$ cat config.mk
export PLATFORM = sky130hd
export DESIGN_NAME = mdm_unit
export DESIGN_NICKNAME = d
export VERILOG_FILES = /design/src/rtl/mdm_pkg.sv /design/src/rtl/mdm_sync.sv /design/src/rtl/mdm_delta.sv /design/src/rtl/mdm_unit.sv
export SDC_FILE = /design/constraint.sdc
export NUM_CORES = 1
export LEC_CHECK = 0
export BUFFER_PORTS_ARGS = -buffer_cell sky130_fd_sc_hd__buf_2
export CORE_MARGIN = 10
export CORE_UTILIZATION = 30
export DETAILED_ROUTE_END_ITERATION = 12
export MAX_ROUTING_LAYER = met4
export PLACE_DENSITY = 0.49
export SETUP_SLACK_MARGIN = 0.4
export SYNTH_ARGS = -nofsm -noshare
export SYNTH_HDL_FRONTEND = slang
export SYNTH_SLANG_ARGS = --single-unit
$ cat constraint.sdc
create_clock -name clk -period 2.96 [get_ports clk]
set_input_delay 0.592 -clock clk [delete_from_list [all_inputs] [get_ports clk]]
set_output_delay 0.592 -clock clk [all_outputs]
set_load 0.005 [all_outputs]
$ cat src/rtl/mdm_pkg.sv
package mdm_pkg;
    localparam int NLINES = 4;
    // line vector index order, shared by level and flag vectors
    localparam int LN_CTS = 0;
    localparam int LN_DSR = 1;
    localparam int LN_RI  = 2;
    localparam int LN_DCD = 3;

    typedef struct packed {
        logic loop;
        logic aux2;
        logic aux1;
        logic rts;
        logic dtr;
    } ctrl_t;

    localparam int CTRL_W = $bits(ctrl_t);
endpackage

$ cat src/rtl/mdm_sync.sv
module mdm_sync #(
    parameter int W      = 4,
    parameter int STAGES = 2
) (
    input  logic         clk,
    input  logic         rst_n,
    input  logic [W-1:0] d_async,
    output logic [W-1:0] q_sync
);
    logic [W-1:0] chain [STAGES];

    genvar s;
    generate
        for (s = 0; s < STAGES; s++) begin : g_stage
            always_ff @(posedge clk or negedge rst_n) begin
                if (!rst_n) begin
                    chain[s] <= '0;
                end else if (s == 0) begin
                    chain[s] <= d_async;
                end else begin
                    chain[s] <= chain[(s == 0) ? 0 : s-1];
                end
            end
        end
    endgenerate

    assign q_sync = chain[STAGES-1];
endmodule

$ cat src/rtl/mdm_delta.sv
module mdm_delta #(
    parameter int           W          = 4,
    parameter logic [W-1:0] TRAIL_ONLY = 4'b0100
) (
    input  logic         clk,
    input  logic         rst_n,
    input  logic [W-1:0] line_lvl,
    input  logic         clr,
    output logic [W-1:0] flags,
    output logic [W-1:0] set_now,
    output logic         evt
);
    logic [W-1:0] prev_q;
    logic [W-1:0] flags_q;
    logic         evt_q;

    genvar i;
    generate
        for (i = 0; i < W; i++) begin : g_det
            if (TRAIL_ONLY[i]) begin : g_trail
                assign set_now[i] = prev_q[i] & ~line_lvl[i];
            end else begin : g_any
                assign set_now[i] = prev_q[i] ^ line_lvl[i];
            end
        end
    endgenerate

    logic [W-1:0] kept;
    logic [W-1:0] fresh;
    always_comb begin
        kept  = clr ? '0 : flags_q;
        fresh = set_now & ~kept;
    end

    always_ff @(posedge clk or negedge rst_n) begin
        if (!rst_n) begin
            prev_q  <= '0;
            flags_q <= '0;
            evt_q   <= 1'b0;
        end else begin
            prev_q  <= line_lvl;
            flags_q <= kept | set_now;
            evt_q   <= |fresh;
        end
    end

    assign flags = flags_q;
    assign evt   = evt_q;
endmodule

$ cat src/rtl/mdm_unit.sv
module mdm_unit
    import mdm_pkg::*;
#(
    parameter int SYNC_STAGES = 2,
    parameter int RW          = 8
) (
    input  logic          clk,
    input  logic          rst_n,
    input  logic          reg_wr,
    input  logic          reg_rd,
    input  logic          reg_addr,
    input  logic [RW-1:0] reg_wdata,
    output logic [RW-1:0] reg_rdata,
    output logic          dtr_n,
    output logic          rts_n,
    output logic          out1_n,
    output logic          out2_n,
    input  logic          cts_n,
    input  logic          dsr_n,
    input  logic          ri_n,
    input  logic          dcd_n,
    output logic          evt
);
    localparam int RSVD_W = RW - CTRL_W;

    ctrl_t              ctrl_q;
    logic [NLINES-1:0]  pin_lvl;
    logic [NLINES-1:0]  sync_lvl;
    logic [NLINES-1:0]  loop_lvl;
    logic [NLINES-1:0]  line_lvl;
    logic [NLINES-1:0]  delta_flags;
    logic [NLINES-1:0]  delta_set;
    logic               stat_rd;
    logic [RW-1:0]      rdata_q;

    // Asserted level is high on every internal line vector.
    always_comb begin
        pin_lvl         = '0;
        pin_lvl[LN_CTS] = ~cts_n;
        pin_lvl[LN_DSR] = ~dsr_n;
        pin_lvl[LN_RI]  = ~ri_n;
        pin_lvl[LN_DCD] = ~dcd_n;
    end

    mdm_sync #(.W(NLINES), .STAGES(SYNC_STAGES)) u_sync (
        .clk     (clk),
        .rst_n   (rst_n),
        .d_async (pin_lvl),
        .q_sync  (sync_lvl)
    );

    always_comb begin
        loop_lvl         = '0;
        loop_lvl[LN_CTS] = ctrl_q.rts;
        loop_lvl[LN_DSR] = ctrl_q.dtr;
        loop_lvl[LN_RI]  = ctrl_q.aux1;
        loop_lvl[LN_DCD] = ctrl_q.aux2;
        line_lvl         = ctrl_q.loop ? loop_lvl : sync_lvl;
    end

    assign stat_rd = reg_rd & reg_addr;

    mdm_delta #(.W(NLINES), .TRAIL_ONLY(4'b0100)) u_delta (
        .clk      (clk),
        .rst_n    (rst_n),
        .line_lvl (line_lvl),
        .clr      (stat_rd),
        .flags    (delta_flags),
        .set_now  (delta_set),
        .evt      (evt)
    );

    always_ff @(posedge clk or negedge rst_n) begin
        if (!rst_n) begin
            ctrl_q <= '0;
        end else if (reg_wr && !reg_addr) begin
            ctrl_q <= ctrl_t'(reg_wdata[CTRL_W-1:0]);
        end
    end

    always_ff @(posedge clk or negedge rst_n) begin
        if (!rst_n) begin
            rdata_q <= '0;
        end else if (reg_rd) begin
            if (reg_addr) begin
                rdata_q <= {line_lvl[LN_DCD], line_lvl[LN_RI],
                            line_lvl[LN_DSR], line_lvl[LN_CTS],
                            delta_flags[LN_DCD], delta_flags[LN_RI],
                            delta_flags[LN_DSR], delta_flags[LN_CTS]};
            end else begin
                rdata_q <= {{RSVD_W{1'b0}}, ctrl_q};
            end
        end
    end

    assign reg_rdata = rdata_q;
    assign dtr_n     = ~ctrl_q.dtr  | ctrl_q.loop;
    assign rts_n     = ~ctrl_q.rts  | ctrl_q.loop;
    assign out1_n    = ~ctrl_q.aux1 | ctrl_q.loop;
    assign out2_n    = ~ctrl_q.aux2 | ctrl_q.loop;
endmodule

---- Word-level counts from Yosys, hierarchy flattened ----
Index checks and enable logic that the tools add are counted.
storage, ports and cells
  output and inout port bits .............. 13
  register bits ........................... 30
operators by class
  reduce and logical (&&, ||, !) cells .... 3
  bitwise logic cells ..................... 21
  mux-type cells .......................... 3
operator list
  operator            number
  NOT 1 bit           9
  2-to-1 mux 4 bit    2
  2-to-1 mux 8 bit    1
  bitwise AND 4 bit   1
  NOT 4 bit           1
  OR 1 bit            4
  OR 4 bit            1
  OR reduction 4 bit  1
  XOR 1 bit           3
  bitwise AND 1 bit   2
  logical AND 1 bit   1
  zero test 1 bit     1

---- Longest topological paths before layout ----
Gate-level depths: netlist of run 1.
  word-level depth ........................ 5
  depth in mapped cells ................... 5
  gate-level depth less buffers ........... 4

---- Cells and area by module ----
Synthesis of run 1 repeated with hierarchy kept, for this count alone.
second synthesis, totals
  cells, all modules ...................... 97
  area, all modules ....................... 1,247.4 um^2
modules (own cells, without submodules)
  module     instances  seq. area each (um^2)  area an instance (um^2)  cells an instance
  mdm_unit   1          325.3                  666.9                    60
  mdm_delta  1          225.2                  350.3                    25
  mdm_sync   1          200.2                  230.2                    12

---- Worst setup path after synthesis of run 1 ----
OpenSTA, ideal clock, no wires.
  kind .................................... input to register
  start point ............................. in reg_addr
  end point ............................... reg u_delta.evt_q (netlist: u_delta.evt)
  slack ................................... 1.199 ns
  arrival time ............................ 1.623 ns
  stages .................................. 5
  path through ............................ clkbuf_1 -> nand2_2 -> and2_1 -> o22ai_1 -> or4_1
between the ends
  longest elaborated chain between the ends .. 5
ends and longest elaborated chain
  what                  line             RTL
  start, declared       mdm_unit.sv:11   input logic reg_addr,
  bitwise AND 1 bit     mdm_unit.sv:61   assign stat_rd = reg_rd & reg_addr;
  2-to-1 mux 4 bit      mdm_delta.sv:31  kept = clr ? '0 : flags_q;
  NOT 4 bit             mdm_delta.sv:32  fresh = set_now & ~kept;
  bitwise AND 4 bit     mdm_delta.sv:32
  OR reduction 4 bit    mdm_delta.sv:43  evt_q <= |fresh;
  end signal, assigned  mdm_delta.sv:43
  end, declared         mdm_delta.sv:15  logic evt_q;
No other way between the ends.
A chain may end at the register's enable or synchronous reset.

---- Worst setup path after layout of run 1 ----
  start point ............................. reg ctrl_q[4] in the netlist's numbering
  end point ............................... reg u_delta.evt_q (netlist: u_delta.evt)
between the ends
  longest elaborated chain between the ends .. 5
  elaborated cells on any way between the ends .. 8
  those cells by class .................... 1 x mux; 6 x bitwise; 1 x reduce/logical
ends and longest elaborated chain
  what                    line             RTL
  start, declared         mdm_unit.sv:26   ctrl_t ctrl_q;
  start signal, assigned  mdm_unit.sv:77   ctrl_q <= ctrl_t'(reg_wdata[CTRL_W-1:0]);
  2-to-1 mux 4 bit (*)    mdm_unit.sv:58   line_lvl = ctrl_q.loop ? loop_lvl : sync_lvl;
  NOT 1 bit               mdm_delta.sv:21  assign set_now[i] = prev_q[i] & ~line_lvl[i];
  bitwise AND 1 bit       mdm_delta.sv:21
  bitwise AND 4 bit (*)   mdm_delta.sv:32
  OR reduction 4 bit (*)  mdm_delta.sv:43
Every way passes the cells marked *; elsewhere a longest branch is shown, timed or not.

==> results of run 1 <==
## cell usage after synthesis
cell,count
xor2_1,3
inv_1,11
dfrtp_1,30
nand2b_1,4
buf_6,1
mux2_2,6
mux2i_2,2
nor2b_1,1
or4_1,1
nor2_1,6
a21oi_1,7
nand2_1,9
and2_1,1
o22ai_1,4
mux2i_1,6
nand2_2,1
clkbuf_1,2
## stage by stage
stage / util / area, µm² / total power (µW) / setup slack, ns
final: 0.386 / 1420 / 1020 / 1.00
after global routing: 0.386 / 1420 / 1090 / 0.936
after CTS: 0.386 / 1420 / 1040 / 0.999
after detailed placement: 0.361 / 1330 / 703 / 1.02
after global placement: 0.361 / 1330 / 698 / 1.03
after floorplan: - / 1160 / 627 / 1.20
## report_power, final
group	internal (µW)	leakage, µW	switching, µW
clock	187	0.0000482	142
combinational	87.0	0.000305	83.7
sequential	475	0.000345	43.8
total	749	0.000697	269
## metal layers
metal	up-vias	wire length (µm)	track usage
li1	366	-	-
met1	357	1110	0.0933
met2	27	972	0.106
met3	7	136	0.0259
met4	0	55	0.0408
met5	-	0	-
## sequential cells by signal, summed over array words and instances, names as in the netlist
name	flops
ctrl_q	5
reg_rdata	8
u_delta.evt	1
u_delta.flags	4
u_delta.prev_q	4
u_sync.chain	4
u_sync.q_sync	4
## cell type report
| class | instances | area, µm² | area share |
|---|---|---|---|
| clock buffers | 7 | 86.3 | 0.0607 |
| clock inverters | 1 | 5.00 | 0.00352 |
| inverters | 11 | 41.3 | 0.0290 |
| multi-input cells | 51 | 349 | 0.245 |
| flip-flops and latches | 30 | 751 | 0.528 |
| well taps | 48 | 60.1 | 0.0422 |
| repair buffers | 26 | 130 | 0.0915 |
## final timing paths
check	depth (start not counted)	start	end	slack (ns)
min in group clk	0	u_sync.chain[6]$_DFF_PN0_	u_sync.q_sync[2]$_DFF_PN0_	0.35
hold reg to reg	0	u_sync.chain[6]$_DFF_PN0_	u_sync.q_sync[2]$_DFF_PN0_	0.35
setup / recovery	4	ctrl_q[4]$_DFFE_PN0P_	u_delta.evt$_DFF_PN0_	1.00
setup reg to reg	4	ctrl_q[4]$_DFFE_PN0P_	u_delta.evt$_DFF_PN0_	1.00
hold / removal	1	rst_n	u_sync.chain[6]$_DFF_PN0_	0.34
max in group asynchronous	1	rst_n	ctrl_q[0]$_DFFE_PN0P_	2.19
## worst reg2reg max path: stages, from the launching register on
cell	delay [ns]
dfrtp_1	0.58
mux2i_2	0.34
xor2_1	0.29
a21oi_1	0.10
or4_1	0.52
## cell families (layout without fill, tap and decap cells)
logic type / after synthesis / in the layout / share of synthesized area
muxes: 14 / 14 / 0.134
and+or+nand+nor: 23 / 23 / 0.0928
buffers and inverters: 14 / 45 / 0.0518
DFF: 30 / 30 / 0.647
AOI/OAI and AO/OA: 11 / 11 / 0.0518
xor gates and xnor gates: 3 / 3 / 0.0227
==> flow_metrics.py, run 1 <==
metrics = {
    "outcome": {
        "outcome": "complete, no violations",
    },
    "synth": {
        "ys_warn_count": 0,
        "yosys-top-cells-area": "dfrtp_1 (65%), mux2_2 (5.8%), mux2i_1 (5.2%)",
        "synth_seq_area_share": 0.647,
        "syn_area_per_cell_um2": 12.2,
        "yosysTopAreaCell": "dfrtp_1",
        "yosysTopAreaCellShare": 0.647,
        "synth-seq-cells": 30,
        "synth_fp_nets": 112,
        "syn-cell-area_um2": 1160,
        "synth_cell_types": 17,
        "netlist_instances": 95,
    },
    "floorplanning": {
        "die_y_um": 82.2,
        "row_count": 22,
        "initial_core_util": 0.314,
        "io_pins": 30,
        "die_w_um": 82.2,
        "core_area_um2": 3690,
        "fp.dieArea_um2": 6750,
    },
    "grt": {
        "antenna_found_initial": 0,
        "grt_overflow": 0,
        "grt_use_total": 0.0756,
        "grt_pass1_wl_um": 3720,
        "grt_max_degree": 31,
        "grt_pass1_vias": 796,
    },
    "route": {
        "drt_pass1_iterations": 4,
        "wl_per_cell_um": 13.1,
        "drt_wl_total_um": 2270,
        "ant_nets": 0,
        "viasPerCell": 4.35,
        "drtIter0Drc": 49,
        "vias": 757,
        "remaining_drc_errors": 0,
    },
    "sta": {
        "fin_crit_ns": 1.96,
        "grt_setup_unrepaired": "false",
        "hold-worst-slack_ns": 0.339,
        "hold_violations": 0,
        "setup_tns_ns": 0,
        "max_freq_ghz": 0.511,
        "clock_skew_ns": 0.00116,
        "timing.slew.headroom": 0.562,
        "tightestPinTransition_ns": 0.656,
        "slew_viol_final": 0,
        "min_period_over_period": 0.661,
        "setup-violations-final": 0,
    },
    "setup_path": {
        "cp.arrival_ns": 2.10,
        "slowest_delay_ns": 0.58,
        "critPathBufInv": 0,
        "worst-endpoint-required_ns": 3.11,
        "crit_type": "reg2reg",
        "start_kind": "register",
        "endpoint_kind": "register",
        "worstPathCellList": "mux2i_2 > xor2_1 > a21oi_1 > or4_1",
        "path_delay_family": "flip-flops",
        "crit_slowest_cell": "dfrtp_1",
        "critPathMaxFanout": 10,
    },
    "clocking": {
        "clock_latency_ns": 0.27,
        "path_clk_slew_ns": 0.06,
        "hold_buffers": 0,
        "htree_levels": 2,
        "cts_setup_buffers": 0,
        "clock_sinks": 30,
        "clock_path_buffers": 2,
        "cts_tree": "yes",
        "cts_root_buf": "clkbuf_8",
        "cts_buffers": 5,
        "cts_resized": 0,
    },
    "layout": {
        "final_cell_mix": "dfrtp_1 (30), buf_2 (26), inv_1 (11)",
        "nFillCells": 397,
        "diodes": 0,
        "stdcell_count": 174,
        "nets": 142,
        "final_common_cell": "dfrtp_1",
        "layout-drive-gt1-share": 0.333,
        "area_delta_synth_final_pct": 22.7,
    },
    "placement": {
        "io_buffers": 26,
        "dp.cells": 166,
        "routabilityCongestion": 0.695,
        "hpwl_um": 1650,
    },
    "worst_hold_path": {
        "min_path_type": "in2async",
    },
    "power_and_ir_drop": {
        "p_per_area_nw_per_um2": 716,
        "ir_drop_uv": 288,
        "p_leak_uw": 0.000697,
    },
    "flow_run": {
        "drv_cap": 0,
    },
}
(Power assumes the default switching activity.)
==> inputs of run 2 (changes only) <==
Settings changed: PLACE_DENSITY 0.49 to 0.51.
Clock period 2.96 ns to 1.6 ns, I/O delays scaled along.
==> run 2 against run 1 <==
  * The run now ends with setup timing left
  * Via count rose by 7.0%
  * Critical path depth unchanged
  * Worst hold slack worse by 0.26 ns
  * Final area up 13%
  * Clock skew rose by 0.0018 ns
  * Total power increased by 100%
  * Sequential share of layout area shrank 6.1 points
  * Maximum frequency rose by 17%
  * Final cell count grew 9.2%
  * Clock power increased by 88%
  * First-iteration DRC count fell by 16%
  * Non-clock buffer count rose by 16
  * Critical path type unchanged
==> flow_metrics.py, run 2 (synthesized netlist as in run 1, its figures left out) <==
metrics = {
    "floorplanning": {
        "io_pins": 30,
        "initial_core_util": 0.314,
        "row_count": 22,
        "die_y_um": 82.2,
        "core_area_um2": 3690,
        "die_w_um": 82.2,
        "fp.dieArea_um2": 6750,
    },
    "setup_path": {
        "critPathMaxFanout": 5,
        "crit_type": "reg2reg",
        "endpoint_kind": "register",
        "cp.arrival_ns": 1.82,
        "worst-endpoint-required_ns": 1.75,
        "start_kind": "register",
    },
    "clocking": {
        "clock_latency_ns": 0.28,
        "clock_sinks": 30,
        "path_clk_slew_ns": 0.06,
        "htree_levels": 2,
        "cts_buffers": 5,
        "cts_root_buf": "clkbuf_8",
        "clock_path_buffers": 2,
        "cts_tree": "yes",
        "hold_buffers": 0,
    },
    "route": {
        "ant_nets": 0,
        "viasPerCell": 4.26,
        "wl_per_cell_um": 13.0,
        "drt_wl_total_um": 2470,
        "drtIter0Drc": 41,
        "drt_pass1_iterations": 2,
        "remaining_drc_errors": 0,
        "vias": 810,
    },
    "power_and_ir_drop": {
        "seq_power_share": 0.472,
        "p_clk_frac": 0.304,
        "netSwitchingPower_uw": 552,
        "p_per_area_nw_per_um2": 1270,
        "p_comb_frac": 0.224,
        "intPower_uw": 1490,
        "ir_drop_uv": 618,
        "swShare": 0.271,
        "p_leak_uw": 0.000783,
    },
    "layout": {
        "final_cell_mix": "dfrtp_1 (29), buf_2 (26), buf_4 (14)",
        "final_common_cell": "dfrtp_1",
        "nets": 158,
        "diodes": 0,
        "layout-drive-gt1-share": 0.465,
        "design_area_um2": 1610,
        "area_delta_synth_final_pct": 38.8,
        "nFillCells": 371,
        "largest_register_ffs": 8,
    },
    "outcome": {
        "outcome": "finished, violations left",
        "violations": "setup timing",
    },
    "worst_hold_path": {
        "min_path_type": "in2async",
    },
    "grt": {
        "grt_overflow": 0,
        "grt_pass1_wl_um": 4410,
        "antenna_found_initial": 0,
        "grt_use_total": 0.0878,
        "grt_max_degree": 31,
        "grt_pass1_vias": 949,
    },
    "placement": {
        "place_area_um2": 1450,
        "io_buffers": 26,
        "hpwl_um": 1870,
        "routabilityCongestion": 0.802,
    },
    "sta": {
        "setup-violations-final": 5,
        "hold_violations": 0,
        "max_freq_ghz": 0.600,
        "fin_ws_ns": -0.0657,
        "timing.slew.headroom": 0.549,
        "tightestPinTransition_ns": 0.677,
        "clock_skew_ns": 0.00292,
        "slew_viol_final": 0,
        "hold-worst-slack_ns": 0.0749,
        "fin_crit_ns": 1.67,
        "grt_setup_unrepaired": "true",
        "min_period_over_period": 1.04,
    },
    "flow_run": {
        "drv_cap": 0,
    },
}
run 2: worst paths after layout:
kind	depth (start not counted)	end	slack, ns	start
min in group clk	2	u_sync.chain[4]$_DFF_PN0_	0.17	cts_n
max reg2reg	4	u_delta.evt$_DFF_PN0_	-0.07	ctrl_q[4]$_DFFE_PN0P_
max in group asynchronous	1	ctrl_q[4]$_DFFE_PN0P_	1.05	rst_n
max	4	u_delta.evt$_DFF_PN0_	-0.07	ctrl_q[4]$_DFFE_PN0P_
min reg2reg	0	u_sync.q_sync[3]$_DFF_PN0_	0.35	u_sync.chain[7]$_DFF_PN0_
min	1	ctrl_q[2]$_DFFE_PN0P_	0.07	rst_n
run 2: per-layer routing:
metal | vias to the layer above | wire (µm) | track usage
li1 | 395 | - | -
met1 | 387 | 1100 | 0.0962
met2 | 21 | 1200 | 0.138
met3 | 7 | 141 | 0.0346
met4 | 0 | 21 | 0.0408
met5 | - | 0 | -
run 2: power groups by stage:
stage / registers [µW] / clock network, µW / logic (µW)
global route: 978 / 686 / 515
floorplan: 958 / 0 / 221
global placement: 967 / 0 / 403
CTS: 962 / 641 / 451
finish: 962 / 619 / 457
detailed placement: 971 / 0 / 410
run 2: metrics by stage:
stage	util	power [µW]	instances	setup TNS, ns	setup slack [ns]
CTS	0.431	2050	189	-0.255	-0.0797
detailed placement	0.392	1380	178	-0.257	-0.257
global placement	0.392	1370	178	-0.214	-0.214
global route	0.437	2180	190	-0.530	-0.163
finish	0.437	2040	190	-0.186	-0.0657
floorplan	-	1180	95	-0.0364	-0.0364
run 2: critical path: stages, from the launching register on:
cell,delay (ns)
dfrtp_2,0.47
mux2i_4,0.29
xor2_2,0.19
o22ai_1,0.09
or4_1,0.49
run 2: cell type report:
type / count / area [µm²] / area share
Clock inverter: 1 / 5.00 / 0.00311
Sequential cell: 30 / 752 / 0.467
Inverter: 11 / 41.3 / 0.0256
Multi-Input combinational cell: 51 / 408 / 0.253
Timing Repair Buffer: 42 / 258 / 0.160
Tap cell: 48 / 60.1 / 0.0373
Clock buffer: 7 / 86.3 / 0.0536
run 2: timing repair:
| item | in CTS | in global routing |
|---|---|---|
| pin swaps | 4 | 1 |
| endpoints found under the setup margin | 14 | 11 |
| buffers inserted | 3 | 1 |
| resized for setup | 7 | 3 |
==> inputs of run 3 (changes only) <==
Settings changed: ABC_AREA set to 1.
==> run 3 against run 2 <==
  * The run now ends clean
  * Non-clock buffer count shrank 12
  * Critical path depth decreased by 1
  * Die area up 6.1%
  * Via count is 20% higher
  * Largest cell class unchanged
  * Highest routed layer unchanged
==> flow_metrics.py, run 3 <==
metrics = {
    "outcome": {
        "outcome": "complete, no violations",
    },
    "synth": {
        "ys_warn_count": 0,
        "synth_most_common_cell": "nand2_1",
        "synthSimpleGateAreaFrac": 0.237,
        "syn_area_per_cell_um2": 9.36,
        "synth-seq-cells": 30,
        "async_flop_share": 1.00,
        "yosysTopAreaCellShare": 0.599,
        "synth-edff-count": 0,
        "yosys-top-cells-area": "dfrtp_1 (60%), nand2_1 (11%), inv_1 (5.4%)",
        "synth-xor-area-share": 0,
        "synth_fp_nets": 151,
        "netlist_instances": 134,
        "synth-adder-area-share": 0,
        "ys.flop_type": "dfrtp_1",
        "synth_seq_area_share": 0.599,
        "synth_compound_area_frac": 0.0609,
        "synth_cell_types": 18,
        "muxShareOfSynthArea": 0.0120,
        "syn-cell-area_um2": 1250,
        "ys_top_cells_by_count": "nand2_1 (38), dfrtp_1 (30), inv_1 (18)",
        "yosysTopAreaCell": "dfrtp_1",
        "synth_top_family_by_area": "simple AND/OR/NAND/NOR gates",
    },
    "setup_path": {
        "crit_type": "reg2out",
        "start_kind": "register",
        "endpoint_kind": "output pin",
        "cp.arrival_ns": 0.94,
        "worst-endpoint-required_ns": 1.28,
        "critPathMaxFanout": 6,
    },
    "grt": {
        "grt_pass1_wl_um": 4460,
        "antenna_found_initial": 0,
        "grt_max_degree": 31,
        "grt_use_total": 0.0787,
        "grt_overflow": 0,
        "grt_pass1_vias": 991,
    },
    "floorplanning": {
        "io_pins": 30,
        "fp.dieArea_um2": 7160,
        "die_y_um": 84.6,
        "core_area_um2": 4030,
        "die_w_um": 84.6,
        "row_count": 23,
        "initial_core_util": 0.311,
    },
    "clocking": {
        "cts_tree": "yes",
        "clock_sinks": 30,
        "cts_root_buf": "clkbuf_8",
        "path_clk_slew_ns": 0.06,
        "cts_buffers": 5,
        "clock_latency_ns": 0.28,
        "htree_levels": 2,
        "clock_path_buffers": 2,
        "hold_buffers": 0,
    },
    "layout": {
        "area_delta_synth_final_pct": 27.9,
        "diodes": 0,
        "utilization": 0.398,
        "nets": 184,
        "layout-drive-gt1-share": 0.357,
        "design_area_um2": 1600,
        "stdcell_count": 218,
        "final_cell_mix": "nand2_1 (35), dfrtp_1 (29), buf_2 (25)",
        "final_common_cell": "nand2_1",
        "largest_register_ffs": 8,
    },
    "placement": {
        "routabilityCongestion": 0.799,
        "dp.cells": 207,
        "pre_cts_ws_ns": 0.349,
        "place_area_um2": 1420,
        "hpwl_um": 1960,
        "io_buffers": 26,
    },
    "sta": {
        "setup-violations-final": 0,
        "slew_viol_final": 0,
        "tightestPinTransition_ns": 0.653,
        "min_period_over_period": 0.789,
        "setup_tns_ns": 0,
        "max_freq_ghz": 0.792,
        "grt_setup_unrepaired": "true",
        "timing.slew.headroom": 0.565,
        "clock_skew_ns": 0.00473,
        "fin_ws_ns": 0.338,
        "fin_crit_ns": 1.26,
        "hold_violations": 0,
    },
    "flow_run": {
        "drv_cap": 0,
    },
    "route": {
        "vias": 968,
        "drt_pass1_iterations": 4,
        "ant_nets": 0,
        "viasPerCell": 4.44,
        "remaining_drc_errors": 0,
        "drtIter0Drc": 48,
        "wl_per_cell_um": 12.2,
        "drt_wl_total_um": 2660,
    },
    "worst_hold_path": {
        "min_path_type": "in2async",
    },
    "power_and_ir_drop": {
        "p_per_area_nw_per_um2": 1210,
        "ir_drop_uv": 615,
        "p_leak_uw": 0.000848,
    },
}
-- run 3: cell count changes after synthesis, moves of 4 or more --
cell	previous run	this run
nand2_2	1	5
nand3_1	0	11
mux2_2	6	0
a31oi_1	0	5
nand2b_1	4	0
nand2_1	9	38
inv_1	11	18
mux2i_1	6	0
-- run 3: layout make-up --
cell class                 count  area [µm²]
clock inverter                 1        5.00
timing repair buffer          30         170
multi-input combinational     80         445
sequential                    30         752
fill                         432        2420
clock buffer                   7        86.3
tap                           50        62.6
inverter                      20        82.6
-- run 3: critical path, cell delays in order, from the launching register on --
cell,delay [ns]
dfrtp_2,0.42
clkinv_4,0.08
nand2_1,0.04
buf_2,0.12
-- run 3: metal layers --
layer	wire length (µm)	track usage	part of all wire	vias to the layer above
met3	167	0.0319	0.063	3
met5	0	-	0	-
met1	1330	0.101	0.50	459
li1	-	-	-	477
met4	35	0.0359	0.013	0
met2	1120	0.104	0.42	29
-- run 3: report_power, final --
part	internal [µW]	switching, µW	total (µW)
Sequential	865	65.2	930
Clock	346	260	605
Combinational	170	227	398
Total	1380	552	1930
-- run 3: worst paths after layout --
kind / from / to / slack, ns / depth (start not counted)
max in group asynchronous: rst_n / ctrl_q[4]$_DFFE_PN0P_ / 1.07 / 1
min reg2reg: u_sync.chain[4]$_DFF_PN0_ / u_sync.q_sync[0]$_DFF_PN0_ / 0.35 / 0
max: ctrl_q[4]$_DFFE_PN0P_ / dtr_n / 0.34 / 3
min: rst_n / reg_rdata[3]$_DFFE_PN0P_ / 0.07 / 1
max reg2reg: ctrl_q[4]$_DFFE_PN0P_ / u_delta.evt$_DFF_PN0_ / 0.39 / 10
min in group clk: cts_n / u_sync.chain[4]$_DFF_PN0_ / 0.18 / 2
-- run 3: kinds of logic after synthesis --
kind of cell,after synthesis
AND/OR/NAND/NOR,66
flip-flops,30
buffers and inverters,24
AO/OA/AOI/OAI,13
multiplexers,1
-- run 3: metrics by stage --
stage          power, µW  hold slack, ns
2_1_floorplan       1160          0.0244
3_3_place_gp        1280           0.332
4_1_cts             1930          0.0845
3_5_place_dp        1290           0.338
5_1_grt             2080           0.124
6_report            1930          0.0672
-- run 3: what timing repair did --
item | 4_1_cts | 5_1_grt
resized for setup | 3 | 14
setup endpoints to repair | 5 | 6
buffers inserted | 3 | 0
pin swaps | 1 | 3
